--- src/rtl/rxto_pkg.sv ---
package rxto_pkg;
   localparam int unsigned MIN_DATA  = 5;
   localparam int unsigned MAX_FRAME = 1 + 8 + 1 + 2;
   localparam int unsigned FRAME_W   = $clog2(MAX_FRAME + 1);

   typedef struct packed {
      logic [1:0] dlen;
      logic       par;
      logic       stop2;
   } frame_t;

   // bits per character: start + data + optional parity + stop(s)
   function automatic logic [FRAME_W-1:0] frame_bits(frame_t f);
      logic [FRAME_W-1:0] n;
      n = FRAME_W'(1 + MIN_DATA + 1)
        + FRAME_W'(f.dlen) + FRAME_W'(f.par) + FRAME_W'(f.stop2);
      return n;
   endfunction
endpackage

--- src/rtl/rxto_bit_cnt.sv ---
module rxto_bit_cnt #(
   parameter int unsigned BW = 4
) (
   input  logic          clk,
   input  logic          rst_n,
   input  logic          clear,
   input  logic          tick,
   input  logic [BW-1:0] last_idx,
   output logic          wrap
);
   logic [BW-1:0] cnt;

   assign wrap = tick && !clear && (cnt >= last_idx);

   always_ff @(posedge clk or negedge rst_n) begin
      if (!rst_n)      cnt <= '0;
      else if (clear)  cnt <= '0;
      else if (tick)   cnt <= wrap ? '0 : cnt + 1'b1;
   end
endmodule

--- src/rtl/rxto_char_cnt.sv ---
module rxto_char_cnt #(
   parameter int unsigned W = 8
) (
   input  logic         clk,
   input  logic         rst_n,
   input  logic         clear,
   input  logic         step,
   input  logic [W-1:0] limit,
   output logic         expire
);
   logic [W-1:0] cnt;
   logic [W-1:0] last;

   assign last   = limit - 1'b1;
   assign expire = step && !clear && (cnt >= last);

   always_ff @(posedge clk or negedge rst_n) begin
      if (!rst_n)      cnt <= '0;
      else if (clear)  cnt <= '0;
      else if (step)   cnt <= expire ? '0 : cnt + 1'b1;
   end
endmodule

--- src/rtl/rx_idle_timer.sv ---
module rx_idle_timer
   import rxto_pkg::*;
#(
   parameter int unsigned TMO_W     = 8,
   parameter bit          IRQ_LEVEL = 1'b0
) (
   input  logic             clk,
   input  logic             rst_n,
   input  logic [TMO_W-1:0] tmo_i,
   input  logic             bit_tick_i,
   input  logic [1:0]       data_len_i,
   input  logic             parity_en_i,
   input  logic             stop2_i,
   input  logic             char_rx_i,
   input  logic             fifo_empty_i,
   input  logic             status_rd_i,
   output logic             status_o,
   output logic             irq_o
);
   localparam int unsigned BW = FRAME_W;

   generate
      if (TMO_W < 2 || TMO_W > 16) begin : g_bad_w
         $error("rx_idle_timer: TMO_W must be 2..16");
      end
   endgenerate

   frame_t          fmt;
   logic [BW-1:0]   last_idx;
   logic            fired_q;
   logic            active;
   logic            clear;
   logic            char_step;
   logic            expire;
   logic            status_q;

   assign fmt      = '{dlen: data_len_i, par: parity_en_i, stop2: stop2_i};
   assign last_idx = frame_bits(fmt) - 1'b1;
   assign active   = !fifo_empty_i && (tmo_i != '0) && !fired_q;
   assign clear    = char_rx_i || !active;

   rxto_bit_cnt #(.BW(BW)) u_bits (
      .clk(clk), .rst_n(rst_n), .clear(clear), .tick(bit_tick_i),
      .last_idx(last_idx), .wrap(char_step)
   );

   rxto_char_cnt #(.W(TMO_W)) u_chars (
      .clk(clk), .rst_n(rst_n), .clear(clear), .step(char_step),
      .limit(tmo_i), .expire(expire)
   );

   always_ff @(posedge clk or negedge rst_n) begin
      if (!rst_n)                          fired_q <= 1'b0;
      else if (char_rx_i || fifo_empty_i)  fired_q <= 1'b0;
      else if (expire)                     fired_q <= 1'b1;
   end

   always_ff @(posedge clk or negedge rst_n) begin
      if (!rst_n)                              status_q <= 1'b0;
      else if (expire)                         status_q <= 1'b1;
      else if (status_rd_i || fifo_empty_i)    status_q <= 1'b0;
   end

   assign status_o = status_q;

   generate
      if (IRQ_LEVEL) begin : g_irq_level
         assign irq_o = status_q;
      end else begin : g_irq_pulse
         logic pulse_q;
         always_ff @(posedge clk or negedge rst_n) begin
            if (!rst_n) pulse_q <= 1'b0;
            else        pulse_q <= expire;
         end
         assign irq_o = pulse_q;
      end
   endgenerate
endmodule

--- config.mk ---
export PLATFORM = sky130hd
export DESIGN_NAME = rx_idle_timer
export DESIGN_NICKNAME = d
export VERILOG_FILES = /design/src/rtl/rxto_pkg.sv /design/src/rtl/rxto_bit_cnt.sv /design/src/rtl/rxto_char_cnt.sv /design/src/rtl/rx_idle_timer.sv
export SDC_FILE = /design/constraint.sdc
export NUM_CORES = 1
export LEC_CHECK = 0
export ABC_AREA = 1
export CORE_MARGIN = 5
export CORE_UTILIZATION = 25
export DETAILED_ROUTE_END_ITERATION = 8
export GPL_TIMING_DRIVEN = 0
export PLACE_DENSITY = 0.49
export SLEW_MARGIN = 30
export SYNTH_ARGS = -nofsm -noshare
export SYNTH_HDL_FRONTEND = slang
export SYNTH_HIERARCHICAL = 1
export SYNTH_SLANG_ARGS = --single-unit
--- constraint.sdc ---
create_clock -name clk -period 5.1 [get_ports clk]
set_input_delay 1.02 -clock clk [delete_from_list [all_inputs] [get_ports clk]]
set_output_delay 1.02 -clock clk [all_outputs]
set_load 0.03 [all_outputs]
* Word level (Yosys, flattened, before mapping) *
Cells that the tools add are included.

word-level totals
  register bits after elaboration = 15
  output and inout bits = 2
  logic and storage cells = 42

cells by class
  $add $sub $neg = 7
  magnitude comparators = 2
  muxes and demuxes = 10
  reduce and logical (&&, ||, !) cells = 18

operator list
  kind                   count
  $mux W8                3
  $mux W4                3
  $add A4 B1 Y4          2
  $add A8 B1 Y8 const B  1
  $ge A8 B8 Y1           1
  $reduce_bool A2 Y1     4
  $reduce_bool A8 Y1     1
  $sub A8 B1 Y8 const B  1
  $logic_and A1 B1 Y1    6
  $add A3 B2 Y4 const A  1
  $add A4 B1 Y4 const B  1
  $ge A4 B4 Y1           1
  $logic_not A1 Y1       4
  $mux W1                4
  $sub A4 B1 Y4 const B  1
  $logic_or A1 B1 Y1     3

* Logic depth before layout (Yosys ltp) *
  depth after elaboration = 13
  depth in mapped cells = 17
  mapped depth without buffers = 17

* Hierarchy *
Netlist, hierarchy kept.

by module, submodules not included
  module         times used  cells each  area each (um^2)
  rxto_char_cnt  1           122         820.8
  rxto_bit_cnt   1           48          342.8
  rx_idle_timer  1           25          190.2

* Worst setup path after synthesis *
No wires, ideal clock.

  path kind = input to register
  from = input port data_len_i[0]
  to = register fired_q
  library setup time = 71 ps
  arrival = 3163 ps
  data required time = 5029 ps
  path slack = 1866 ps
  stages on the path = 17
  path buffers = 0
  path through = inv_1 > fa_1 > ha_1 > inv_1 > inv_1 > ha_1 > nand2_1 > nand2_1 > nand2_1 > nand3_1 > nand2_1 > inv_1 > inv_1 > nor2_2 > a21boi_0 > nor2_1 > nor2_1

on the way
  longest elaborated chain between the ends = 9

RTL lines
  element                            line                 RTL
  start: declaration                 rx_idle_timer.sv:11  input logic [1:0] data_len_i,
  $add A3 B2 Y4                      rxto_pkg.sv:16       + FRAME_W'(f.dlen) + FRAME_W'(f.par) + FRAME_W'(f.stop2);
  $add A4 B1 Y4 (2 in series)        rxto_pkg.sv:16
  $sub A4 B1 Y4                      rx_idle_timer.sv:38  assign last_idx = frame_bits(fmt) - 1'b1;
  named net last_idx[1]              rx_idle_timer.sv:29  logic [BW-1:0] last_idx;
  $ge A4 B4 Y1                       rxto_bit_cnt.sv:13   assign wrap = tick && !clear && (cnt >= last_idx);
  $logic_and A1 B1 Y1                rxto_bit_cnt.sv:13
  named net char_step                rx_idle_timer.sv:33  logic char_step;
  $logic_and A1 B1 Y1 (2 in series)  rxto_char_cnt.sv:15  assign expire = step && !clear && (cnt >= last);
  named net expire                   rx_idle_timer.sv:34  logic expire;
  $reduce_bool A2 Y1 (no line)       n/a
  end signal: assignment             rx_idle_timer.sv:53  if (!rst_n) fired_q <= 1'b0;
  end signal: assignment             rx_idle_timer.sv:54  else if (char_rx_i || fifo_empty_i) fired_q <= 1'b0;
  end signal: assignment             rx_idle_timer.sv:55  else if (expire) fired_q <= 1'b1;
  end: declaration                   rx_idle_timer.sv:30  logic fired_q;

The timed path passes the listed nets, and every way through them passes these cells.
A chain may end at the register's enable or synchronous reset.

* Final worst setup path *
Ends and elaborated chain as after synthesis.

==> impl_metrics.yaml <==
status:
  run_status: "completed"
clock_network:
  cts_sinks: 15
  clk_latency_ns: 0.24
  cts_setup_buffers: 0
  root_buffer: "clkbuf_8"
  cts_tree: "yes"
  clkTransAtPathRegs_ns: 0.06
  postCtsHoldBufs: 0
  cts_buffers: 3
  h-tree-depth: 1
  clk_path_buf_depth: 2
  post_cts_resized: 0
synthesis:
  ys_top_cells_by_count: "54 x nand2_1, 40 x inv_1, 21 x nor2_1, 16 x ha_1, 15 x dfrtp_1"
  ys_warn_count: 6
  synthTopCellsByArea: "dfrtp_1 28%, nand2_1 15%, ha_1 15%"
  yosysTopAreaCell: "dfrtp_1"
  synth_top_area_share_pct: 27.7
  ys_types: 22
  synth_edf_count: 0
  async_flop_share_pct: 100
  synth_most_common_cell: "nand2_1"
  synth_ff_type: "dfrtp_1"
  syn_nets: 230
  syn_area_per_cell_um2: 6.94
  postSynthCellCount: 195
  synth_area_um2: 1350
  seq_area_frac_synth_pct: 27.7
  yosys_register_bits: 15
route:
  vias_per_cell: 4.05
  drt_iter0_markers: 45
  detail_route.wl_per_cell_um: 9.43
  drc: 0
  drtAntennaViolNets: 0
  wl_um: 2720
  dr.pass1.iters: 4
  vias: 1165
floorplan:
  core_um2: 5170
  initial_core_util_pct: 26.2
  std_cell_rows: 26
  io_pins: 20
  dieArea_um2: 6990
  die_h_um: 83.6
  die-width_um: 83.6
sta:
  clock_skew_ns: 0.00257
  tightest_slew_ns: 0.731
  max_slew_margin_pct: 51.1
  timing.hold.ws_ns: 0.482
  clock.fmax_mhz: 265
  hold_viol_final: 0
  fin_crit_ns: 3.78
  setup_tns_ns: 0
  min_period_over_period_pct: 74.1
  setup_viol: 0
  slew_viol_final: 0
  rsz0062_at_grt: "no"
worst_setup_path:
  rr_worst_depth: 12
  crit_family: "adder cells"
  path_depth: 18
  start_kind: "input port"
  cp_slowest_cell: "clkdlybuf4s50_1"
  worst-path-max-fanout: 9
  worstPathArrival_ns: 3.96
  critPathMaxStageDelay_ns: 0.45
  crit_type: "in2reg"
  path_cells: "clkdlybuf4s50_1, inv_1, fa_1, ha_1, inv_1, inv_1, ha_1, nand2_1, nand2_1, nand2_1, nand3_1, nand2_1, inv_1, inv_1, nor2_2, a21boi_0, nor2_1, nor2_1"
  cp-end-kind: "flip-flop"
  crit_path_frequent_cell: "inv_1"
  cp.required_ns: 5.28
  worst-path-buf-inv: 6
grt:
  antenna_found_initial: 0
  grt_usage_pct: 8.23
  grt_max_degree: 16
  grt_overflow: 0
  grt_pass1_vias: 1123
  grt_pass1_wl_um: 4860
power_and_ir_drop:
  p_leak_nw: 0.928
  peakVddDrop_mv: 0.0781
  power.density_nw_per_um2: 159
final_layout:
  area_growth_pct: 23.8
  final_nets: 254
  drive_gt1_share_pct: 3.67
  antenna_cells: 0
flow_run:
  maxCapViolCount: 0
place:
  hpwl_um: 2230
  globalplace.congestion: 0.742
  io_buffers: 19
worst_hold_path:
  hold_path.class: "reg2reg"
  hold_depth: 1
final cells by class:
cell class | instances | area, um^2
Fill cell | 571 | 3500
Multi-Input combinational cell | 140 | 828
Sequential cell | 15 | 375
Timing Repair Buffer | 19 | 190
Inverter | 40 | 150
Tap cell | 70 | 87.6
Clock buffer | 4 | 45.0
path summary, 6_finish.rpt:
kind	start	to	slack, ns
max	data_len_i[0]	fired_q$_DFFE_PN0P_	1.32
min	status_o$_DFFE_PN0P_	status_o$_DFFE_PN0P_	0.48
max reg2reg	u_bits/cnt[1]$_DFFE_PN0P_	fired_q$_DFFE_PN0P_	2.91
min reg2reg	status_o$_DFFE_PN0P_	status_o$_DFFE_PN0P_	0.48
max in group asynchronous	rst_n	u_chars/cnt[6]$_DFFE_PN0P_	3.43
min in group asynchronous	rst_n	irq_o$_DFF_PN0_	1.21
layout by cell type (no fill, tap or decap):
cell type	count
nand4_1	9
ha_1	16
a21oi_4	1
o21ai_1	3
o21bai_1	4
nand2_1	54
nor2_1	21
clkbuf_8	3
dfrtp_1	15
nand3_1	8
nand2_2	1
clkdlybuf4s50_1	19
a21oi_1	1
a21o_1	3
clkbuf_1	1
fa_1	1
xor2_1	7
a21boi_0	1
nor3_1	2
nor2_2	2
xnor2_1	2
or2_1	2
or2_2	1
inv_1	40
nand3b_1	1
state kept, by name, summed over array words and instances (netlist names):
name	count
u_bits/cnt	4
status_o	1
fired_q	1
irq_o	1
u_chars/cnt	8
per-layer routing:
metal | global-route usage [%] | wire length, um
met5 | 0 | 0
met4 | 0.877 | 14
met3 | 2.76 | 68
met2 | 14.5 | 1330
met1 | 9.98 | 1300
metrics by stage:
step	std cells	setup WS (ns)	util [%]	power [mW]	instance area [um^2]
CTS	288	1.29	32.4	0.274	1680
global route	288	0.980	32.4	0.287	1680
global placement	284	1.02	31.5	0.175	1630
finish	288	1.32	32.4	0.266	1680
floorplan	195	1.87	-	0.151	1350
detailed placement	284	1.04	31.5	0.175	1630
power by group:
group	switching (mW)	internal [mW]	leakage, nW	total (mW)
registers	0.000774	0.120	0.209	0.120
logic	0.0265	0.0244	0.696	0.0509
clock network	0.0398	0.0552	0.0228	0.0950
total	0.0671	0.199	0.928	0.266
cell families after synthesis:
family / synth area share [%]
fa+ha+maj: 16.3
compound gates: 7.12
flops: 27.7
xor+xnor: 5.82
simple gates: 32.0
buf+inv: 11.1
Note: power is estimated with default switching activity, not from simulation.
